### config.mk
export PLATFORM = sky130hd
export DESIGN_NAME = pfb_gate_timer
export DESIGN_NICKNAME = d
export VERILOG_FILES = /design/src/rtl/pfb_pkg.sv /design/src/rtl/pfb_seq.sv /design/src/rtl/pfb_leg.sv /design/src/rtl/pfb_gate_timer.sv
export SDC_FILE = /design/constraint.sdc
export NUM_CORES = 1
export LEC_CHECK = 0
export ABC_AREA = 1
export BUFFER_PORTS_ARGS = -buffer_cell sky130_fd_sc_hd__buf_4
export CORE_ASPECT_RATIO = 1.5
export CORE_MARGIN = 5
export CORE_UTILIZATION = 61
export CTS_CLUSTER_SIZE = 30
export DETAILED_ROUTE_END_ITERATION = 8
export PLACE_DENSITY_LB_ADDON = 0.25
export SYNTH_ARGS = -nofsm -noshare
export SYNTH_HDL_FRONTEND = slang
export SYNTH_SLANG_ARGS = --single-unit
export TNS_END_PERCENT = 5
### constraint.sdc
create_clock -name clk -period 2.7 [get_ports clk]
set_clock_uncertainty 0.1 [all_clocks]
set_input_delay 0.27 -clock clk [delete_from_list [all_inputs] [get_ports clk]]
set_output_delay 0.27 -clock clk [all_outputs]
set_load 0.03 [all_outputs]
### src/rtl/pfb_pkg.sv
package pfb_pkg;

    typedef struct packed {
        logic run;
        logic pas_tgt;
        logic act_tgt;
        logic act_done;
        logic rect_e;
        logic rect_f;
    } seq_st_t;

    typedef struct packed {
        logic side;
        logic hi;
        logic lo;
    } leg_st_t;

    localparam int NUM_LEGS = 2;
    localparam int LEG_PAS  = 0;
    localparam int LEG_ACT  = 1;

endpackage

### src/rtl/pfb_seq.sv
module pfb_seq
    import pfb_pkg::*;
#(
    parameter int DW = 8
) (
    input  logic          clk,
    input  logic          rst_n,
    input  logic          en,
    input  logic          cyc_start,
    input  logic          trip,
    input  logic [DW-1:0] pas_dead,
    input  logic [DW-1:0] act_dead,
    output logic          pas_tgt,
    output logic          act_tgt,
    output logic [DW-1:0] pas_len,
    output logic [DW-1:0] act_len,
    output logic          rect_e,
    output logic          rect_f
);

    localparam seq_st_t SEQ_IDLE = '{run: 1'b0, pas_tgt: 1'b0, act_tgt: 1'b0,
                                     act_done: 1'b1, rect_e: 1'b0, rect_f: 1'b0};

    seq_st_t       s_d, s_q;
    logic [DW-1:0] pl_d, pl_q, al_d, al_q;
    logic          power;

    always_comb begin
        s_d   = s_q;
        pl_d  = pl_q;
        al_d  = al_q;
        power = 1'b0;
        if (!en) begin
            s_d = SEQ_IDLE;
        end else begin
            s_d.run = 1'b1;
            if (cyc_start) begin
                s_d.pas_tgt = ~s_q.pas_tgt;
                if (!s_q.act_done) begin
                    s_d.act_tgt = ~s_q.act_tgt;
                end
                s_d.act_done = 1'b0;
                pl_d = pas_dead;
                al_d = act_dead;
            end else if (trip && !s_q.act_done) begin
                s_d.act_tgt  = ~s_q.act_tgt;
                s_d.act_done = 1'b1;
            end
            power      = s_d.pas_tgt ^ s_d.act_tgt;
            s_d.rect_e = !power || s_d.pas_tgt;
            s_d.rect_f = !power || !s_d.pas_tgt;
        end
    end

    always_ff @(posedge clk or negedge rst_n) begin
        if (!rst_n) begin
            s_q  <= SEQ_IDLE;
            pl_q <= '0;
            al_q <= '0;
        end else begin
            s_q  <= s_d;
            pl_q <= pl_d;
            al_q <= al_d;
        end
    end

    assign pas_tgt = s_q.pas_tgt;
    assign act_tgt = s_q.act_tgt;
    assign pas_len = pl_q;
    assign act_len = al_q;
    assign rect_e  = s_q.rect_e;
    assign rect_f  = s_q.rect_f;


    rect_never_idle_chk: assert property (@(posedge clk) disable iff (!rst_n)
        s_q.run |-> (s_q.rect_e || s_q.rect_f));


    extra_trip_ignored_chk: assert property (@(posedge clk) disable iff (!rst_n)
        (en && trip && !cyc_start && s_q.act_done) |=> $stable(s_q.act_tgt));


    missed_trip_flip_chk: assert property (@(posedge clk) disable iff (!rst_n)
        (en && cyc_start && !s_q.act_done) |=> (s_q.act_tgt != $past(s_q.act_tgt)));


    len_hold_chk: assert property (@(posedge clk) disable iff (!rst_n)
        !(en && cyc_start) |=> ($stable(pl_q) && $stable(al_q)));

endmodule

### src/rtl/pfb_leg.sv
module pfb_leg
    import pfb_pkg::*;
#(
    parameter int DW = 8
) (
    input  logic          clk,
    input  logic          rst_n,
    input  logic          en,
    input  logic          tgt,
    input  logic [DW-1:0] dead_len,
    output logic          hi,
    output logic          lo
);

    localparam logic [DW-1:0] ONE = DW'(1);

    leg_st_t       l_d, l_q;
    logic [DW-1:0] cnt_d, cnt_q;

    always_comb begin
        l_d   = l_q;
        cnt_d = cnt_q;
        if (!en) begin
            l_d   = '0;
            cnt_d = '0;
        end else if (tgt != l_q.side) begin
            l_d.side = tgt;
            l_d.hi   = 1'b0;
            l_d.lo   = 1'b0;
            cnt_d    = dead_len;
        end else if (cnt_q > ONE) begin
            cnt_d  = cnt_q - ONE;
            l_d.hi = 1'b0;
            l_d.lo = 1'b0;
        end else begin
            cnt_d  = '0;
            l_d.hi = l_q.side;
            l_d.lo = ~l_q.side;
        end
    end

    always_ff @(posedge clk or negedge rst_n) begin
        if (!rst_n) begin
            l_q   <= '0;
            cnt_q <= '0;
        end else begin
            l_q   <= l_d;
            cnt_q <= cnt_d;
        end
    end

    assign hi = l_q.hi;
    assign lo = l_q.lo;


    leg_overlap_chk: assert property (@(posedge clk) disable iff (!rst_n)
        !(l_q.hi && l_q.lo));


    hi_gap_chk: assert property (@(posedge clk) disable iff (!rst_n)
        $rose(l_q.hi) |-> !$past(l_q.lo));


    lo_gap_chk: assert property (@(posedge clk) disable iff (!rst_n)
        $rose(l_q.lo) |-> !$past(l_q.hi));

endmodule

### src/rtl/pfb_gate_timer.sv
module pfb_gate_timer
    import pfb_pkg::*;
#(
    parameter int DW = 8
) (
    input  logic          clk,
    input  logic          rst_n,
    input  logic          en,
    input  logic          cyc_start,
    input  logic          trip,
    input  logic [DW-1:0] pas_dead,
    input  logic [DW-1:0] act_dead,
    output logic          pas_hi,
    output logic          pas_lo,
    output logic          act_hi,
    output logic          act_lo,
    output logic          rect_e,
    output logic          rect_f
);

    logic [NUM_LEGS-1:0]         tgt_w;
    logic [NUM_LEGS-1:0][DW-1:0] len_w;
    logic [NUM_LEGS-1:0]         hi_w, lo_w;

    pfb_seq #(.DW(DW)) u_seq (
        .clk       (clk),
        .rst_n     (rst_n),
        .en        (en),
        .cyc_start (cyc_start),
        .trip      (trip),
        .pas_dead  (pas_dead),
        .act_dead  (act_dead),
        .pas_tgt   (tgt_w[LEG_PAS]),
        .act_tgt   (tgt_w[LEG_ACT]),
        .pas_len   (len_w[LEG_PAS]),
        .act_len   (len_w[LEG_ACT]),
        .rect_e    (rect_e),
        .rect_f    (rect_f)
    );

    for (genvar g = 0; g < NUM_LEGS; g++) begin : g_leg
        pfb_leg #(.DW(DW)) u_leg (
            .clk      (clk),
            .rst_n    (rst_n),
            .en       (en),
            .tgt      (tgt_w[g]),
            .dead_len (len_w[g]),
            .hi       (hi_w[g]),
            .lo       (lo_w[g])
        );
    end

    assign pas_hi = hi_w[LEG_PAS];
    assign pas_lo = lo_w[LEG_PAS];
    assign act_hi = hi_w[LEG_ACT];
    assign act_lo = lo_w[LEG_ACT];


    disable_clear_chk: assert property (@(posedge clk) disable iff (!rst_n)
        !en |=> !(pas_hi || pas_lo || act_hi || act_lo || rect_e || rect_f));


    pas_drop_chk: assert property (@(posedge clk) disable iff (!rst_n)
        (en && cyc_start && $past(en)) |=> ##1 !(pas_hi || pas_lo));

endmodule

==> impl_metrics.ini, run 1 <==
[clocking]
htreeDepth = 2
tritoncts = yes
ctsRootBufferMaster = clkbuf_8
clk_pin_slew_worst_paths_ns = 0.08
clk_path_buf_depth = 2
clock_latency_ns = 0.30
cts_made_buffers = 5
cts_sinks = 43
cts_resized = 0

[synthesis]
avgSynthCellArea_um2 = 8.12
yosys.area_share.simple_pct = 27.6
synth-adder-area-share_pct = 2.44
synth_area_leaders = dfrtp_1, nand2_1, inv_1
synth_top_family_by_area = simple AND/OR/NAND/NOR gates
netlist-cell-type-count = 24
yosysWarnings = 0
ys_seq_area_share_pct = 52.4
post_synth_mux_area_share_pct = 0
yosys.area.top_type_share_pct = 51.2
netlist_area_um2 = 2050
synth_area_leader_cell = dfrtp_1
syn_inst = 253
syn_nets = 278
synth_compound_area_share_pct = 7.43
yosys.area_share.xor_xnor_pct = 3.53
ys_ff_latch = 43

[critical_path]
cp_max_fo = 8
path_cells = inv_1, ha_1, inv_1, nand2_1, nand2_1, nor2_1, nor2_4, nand3_1, a21oi_1
cpMaxStageDelayCell = dfrtp_1
cp_data_required_time_ns = 2.75
cpPeakStageDelay_ns = 0.39
r2r_end = g_leg[0].u_leg.cnt_q[3]$_DFF_PN0_
regToRegSetupSlack_ns = 1.12
endpoint_kind = flop
critPathTopFamily = simple AND/OR/NAND/NOR gates
crit_buf_inv = 2
ff2ff_path_depth = 9
worstReg2RegStart = g_leg[0].u_leg.cnt_q[0]$_DFF_PN0_
cp-start-kind = flop
critPathArrivalTime_ns = 1.63
crit_type = reg2reg

[cells_and_area]
diodes = 0
multi_input_area_um2 = 843
most-common-layout-cells = nand2_1, dfrtp_1, inv_1
regArea_um2 = 1080
mostFrequentLayoutCell = nand2_1
num-fill-cells = 261
syn_to_final_growth_pct = 15.7
drive_above_1_share_pct = 15.1
finalNetCount = 308

[drt]
drtAntennaViolNets = 0
drt_pre_antenna_iters = 4
via_per_inst = 5.20
wl_per_cell_um = 12.6
dr_total_vias = 1686
drc = 0
drt-initial-drc-count = 51
totalWireLength_mm = 4.09

[grt]
grt_pass1_vias = 1731
grt_max_degree = 44
grt_pass1_wl_mm = 7.35
antenna_found_initial = 0
overflow = 0
grt_usage_pct = 20.7

[placement]
dpl_worst_slack_ns = 1.13
gp_congestion = 0.861
post-dp-hpwl_mm = 2.87
port-buffer-count = 26

[timing]
slew_viol_final = 0
rsz0062_at_grt = no
finalHoldViolCount = 0
fin_hold_ws_ns = 0.0624
slew_headroom_pct = 52.5
tightest_slew_ns = 0.712
finalSetupTns_ns = 0
setup_viol = 0
period_share_pct = 58.7
min_period_ns = 1.58
fmaxAchievable_mhz = 631
final.setup.worst_slack_ns = 1.12

[worst_hold_path]
hold_class = in2reg
hold_start = pas_dead[0]
min_to = u_seq.pas_len[0]$_DFFE_PN0P_
whs_path_depth = 3

[die]
start_util_pct = 64.4
chipWidth_um = 57.4
row_count = 25
die_h_um = 81.1
io_pins = 27
die_area_um2 = 4650
core_area_um2 = 3190

[pwr]
ir_worst_vdd_mv = 0.688
cellLeakagePower_uw = 0.00125
finalPower_uw = 2260
power.density_nw_per_um2 = 951

[status]
status = complete, no violations

[job]
drv_cap = 0
[layer usage]
layer	track usage, %	wire [µm]	up-vias
met2	36.7	2200	38
li1	-	-	839
met5	0	0	-
met4	11.6	84	0
met3	4.29	171	6
met1	22.8	1630	803
[layout make-up]
| cell class | instances | share of cell area (%) |
|---|---|---|
| flip-flops and latches | 43 | 45.3 |
| repair buffers | 28 | 8.95 |
| multi-input cells | 175 | 35.5 |
| clock inverters | 1 | 0.211 |
| well taps | 40 | 2.11 |
| inverters | 30 | 4.74 |
| clock buffers | 7 | 3.21 |
[cell families after synthesis]
group                      count (synthesis)
adders and majority gates                  4
buffers and inverters                     35
xor gates and xnor gates                   4
and+or+nand+nor                          139
DFF                                       43
AOI/OAI and AO/OA                         28
[report_power, final]
part	internal [µW]	total (µW)	switching, µW
clock	181	386	205
combinational	352	974	622
sequential	791	900	109
total	1320	2260	936
[state kept, by name, summed over array words and instances, names as in the netlist]
register,flops
g_leg.u_leg.l_q,2
u_seq.s_q,1
g_leg.u_leg.lo,2
g_leg.u_leg.hi,2
u_seq.act_tgt,1
u_seq.rect_e,1
u_seq.rect_f,1
g_leg.u_leg.cnt_q,16
u_seq.act_len,8
u_seq.pas_tgt,1
u_seq.pas_len,8
[stage by stage]
| stage | instance area [µm²] | utilization, % | std cells |
|---|---|---|---|
| detailed placement | 2290 | 71.6 | 315 |
| global placement | 2290 | 71.6 | 315 |
| global route | 2380 | 74.5 | 324 |
| CTS | 2380 | 74.5 | 324 |
| finish | 2380 | 74.5 | 324 |
| floorplan | 2050 | - | 253 |
[synthesized netlist by cell type]
cell type,n
inv_1,29
xnor2_1,1
clkbuf_1,3
dfstp_2,1
xor2_4,2
nand3_1,12
buf_2,1
nand4_1,2
nor2_4,2
nor4_1,2
o21bai_1,2
ha_1,4
xor2_1,1
o21ai_2,2
a21oi_1,18
nor2_2,2
o21ai_0,4
nor3_1,1
dfrtp_1,42
clkbuf_2,1
inv_2,1
o21ai_1,2
nor2_1,25
nand2_1,93
[worst min-delay path: stages]
cell     delay [ns]
buf_4          0.08
nand2_1        0.04
nand2_1        0.04
[repair_timing]
action,CTS,global route
setup buffers,0,0
hold buffers,1,0
hold endpoints to repair,42,0
[worst max-delay path by stage]
stage	from	endpoint	slack, ns	cells after the start
floorplan	g_leg[0].u_leg.cnt_q[0]$_DFF_PN0_	g_leg[0].u_leg.cnt_q[6]$_DFF_PN0_	1.33	9
global placement	g_leg[0].u_leg.cnt_q[0]$_DFF_PN0_	g_leg[0].u_leg.cnt_q[5]$_DFF_PN0_	1.19	9
detailed placement	g_leg[0].u_leg.cnt_q[0]$_DFF_PN0_	g_leg[0].u_leg.cnt_q[3]$_DFF_PN0_	1.13	9
CTS	g_leg[0].u_leg.cnt_q[0]$_DFF_PN0_	g_leg[0].u_leg.cnt_q[3]$_DFF_PN0_	1.12	9
global route	g_leg[0].u_leg.cnt_q[0]$_DFF_PN0_	g_leg[0].u_leg.lo$_DFF_PN0_	0.97	8
finish	g_leg[0].u_leg.cnt_q[0]$_DFF_PN0_	g_leg[0].u_leg.cnt_q[3]$_DFF_PN0_	1.12	9
Power figures use the tool's default switching activity.
==> inputs of run 2 (changes only) <==
--- a/config.mk
+++ b/config.mk
@@ -9,7 +9,7 @@
 export BUFFER_PORTS_ARGS = -buffer_cell sky130_fd_sc_hd__buf_4
 export CORE_ASPECT_RATIO = 1.5
 export CORE_MARGIN = 5
-export CORE_UTILIZATION = 61
+export CORE_UTILIZATION = 56
 export CTS_CLUSTER_SIZE = 30
 export DETAILED_ROUTE_END_ITERATION = 8
 export PLACE_DENSITY_LB_ADDON = 0.25
==> constraint.sdc (replaced) <==
create_clock -name clk -period 1.6 [get_ports clk]
set_clock_uncertainty 0.1 [all_clocks]
set_input_delay 0.16 -clock clk [delete_from_list [all_inputs] [get_ports clk]]
set_output_delay 0.16 -clock clk [all_outputs]
set_load 0.03 [all_outputs]
==> run 2 against run 1 <==
Clock power is 68% higher. Via count is 3.8% higher. Combinational power increased by 110%. Maximum frequency up 4.5%.
==> impl_metrics.ini, run 2 (synthesized netlist as in run 1, its figures left out) <==
[cells_and_area]
finalNetCount = 330
drive_above_1_share_pct = 23.9
mostFrequentLayoutCell = nand2_1
largest_reg_flops = 16
syn_to_final_growth_pct = 30.9
largest_register = g_leg.u_leg.cnt_q
final_core_util_pct = 74.4
num-fill-cells = 263
most-common-layout-cells = nand2_1, dfrtp_1, buf_4
multi_input_area_um2 = 938
diodes = 0
regArea_um2 = 1080

[grt]
grt_max_degree = 44
grt_pass1_wl_mm = 7.77
overflow = 0
grt_pass1_vias = 1797
antenna_found_initial = 0
grt_usage_pct = 19.9

[worst_hold_path]
hold_start = en
whs_path_depth = 3
min_to = g_leg[0].u_leg.l_q[2]$_DFFE_PN0P_
hold_class = in2reg

[timing]
finalHoldViolCount = 0
fin_hold_ws_ns = 0.0158
slew_viol_final = 0
finalSetupTns_ns = 0
tightest_slew_ns = 0.521
fmaxAchievable_mhz = 660
slew_headroom_pct = 65.2
period_share_pct = 94.7
setup_viol = 0
min_period_ns = 1.52

[die]
die_area_um2 = 5010
die_h_um = 84.2
chipWidth_um = 59.5
io_pins = 27
start_util_pct = 56.8
core_area_um2 = 3610
row_count = 27

[placement]
post-dp-hpwl_mm = 2.87
gp_congestion = 0.829
port-buffer-count = 26

[clocking]
clk_pin_slew_worst_paths_ns = 0.08
ctsRootBufferMaster = clkbuf_8
htreeDepth = 2
clock_latency_ns = 0.29
cts_sinks = 43
tritoncts = yes
cts_made_buffers = 5
clk_path_buf_depth = 2

[pwr]
ir_worst_vdd_mv = 1.23
cellLeakagePower_uw = 0.00135
power.density_nw_per_um2 = 1560

[job]
drv_cap = 0

[critical_path]
crit_type = reg2reg
r2r_end = g_leg[1].u_leg.cnt_q[2]$_DFF_PN0_
cp_max_fo = 8
critPathArrivalTime_ns = 1.63
cp-start-kind = flop
ff2ff_path_depth = 9
endpoint_kind = flop
cp_data_required_time_ns = 1.71
regToRegSetupSlack_ns = 0.08
worstReg2RegStart = g_leg[1].u_leg.cnt_q[0]$_DFF_PN0_

[drt]
wl_per_cell_um = 12.8
via_per_inst = 5.01
drtAntennaViolNets = 0
drc = 0
drt_pre_antenna_iters = 4
totalWireLength_mm = 4.47
drt-initial-drc-count = 68
dr_total_vias = 1750

[status]
status = complete, no violations
## run 2: cell count changes in the layout (fill, tap and decap cells not counted), sizes merged
cell         delta
dlygate4sd3    +18
buf             +4
## run 2: metal layers
layer	vias to the layer above	track usage, %	part of all wire [%]
met3	6	4.46	3.5
met1	832	23.2	39
met5	-	0	0
met2	29	35.4	56
li1	883	-	-
met4	0	5.15	1.1
## run 2: stage by stage
stage	instances	worst slack (ns)	cell area [µm²]	power [µW]
final	349	0.0845	2690	4190
after floorplan	253	0.229	2050	2760
after global routing	349	-0.0269	2690	4530
after CTS	348	0.0200	2580	3890
after detailed placement	321	0.0308	2310	3190
after global placement	321	0.0781	2310	3120
## run 2: area by class of cell
| type | count | area share (%) |
|---|---|---|
| clock buffers | 7 | 2.84 |
| clock inverters | 1 | 0.186 |
| inverters | 30 | 4.28 |
| multi-input cells | 175 | 34.9 |
| flip-flops and latches | 43 | 40.1 |
| well taps | 43 | 2.00 |
| repair buffers | 50 | 15.7 |
## run 2: repair_timing
action                     CTS  global route
setup buffers                0             1
hold buffers                19             0
gates resized for setup      0            28
hold endpoints to repair    59             0
setup endpoints to repair    0            11
## run 2: report_power, final
part           leakage, µW  internal [µW]  switching, µW
combinational     0.000757            781           1230
clock            0.0000422            306            344
sequential        0.000553           1330            197
total              0.00135           2420           1770
## run 2: worst max-delay path by stage
| stage | start | endpoint | slack [ns] | cells past startpoint |
|---|---|---|---|---|
| after CTS | g_leg[0].u_leg.cnt_q[0]$_DFF_PN0_ | g_leg[0].u_leg.cnt_q[5]$_DFF_PN0_ | 0.02 | 9 |
| final | g_leg[1].u_leg.cnt_q[0]$_DFF_PN0_ | g_leg[1].u_leg.cnt_q[2]$_DFF_PN0_ | 0.08 | 9 |
| after floorplan | g_leg[0].u_leg.cnt_q[0]$_DFF_PN0_ | g_leg[0].u_leg.cnt_q[6]$_DFF_PN0_ | 0.23 | 9 |
| after global placement | g_leg[0].u_leg.cnt_q[0]$_DFF_PN0_ | g_leg[0].u_leg.cnt_q[5]$_DFF_PN0_ | 0.08 | 9 |
| after detailed placement | g_leg[0].u_leg.cnt_q[0]$_DFF_PN0_ | g_leg[0].u_leg.cnt_q[5]$_DFF_PN0_ | 0.03 | 9 |
| after global routing | g_leg[0].u_leg.cnt_q[0]$_DFF_PN0_ | g_leg[0].u_leg.cnt_q[4]$_DFF_PN0_ | -0.03 | 9 |
## run 2: worst max-delay path, cell delays in order, from the launching register on
cell	delay (ns)
dfrtp_1	0.38
inv_2	0.05
ha_2	0.18
inv_1	0.07
nand2_1	0.05
nand2_1	0.07
nor2_2	0.06
nor2_4	0.24
o21ai_2	0.10
a21oi_2	0.15
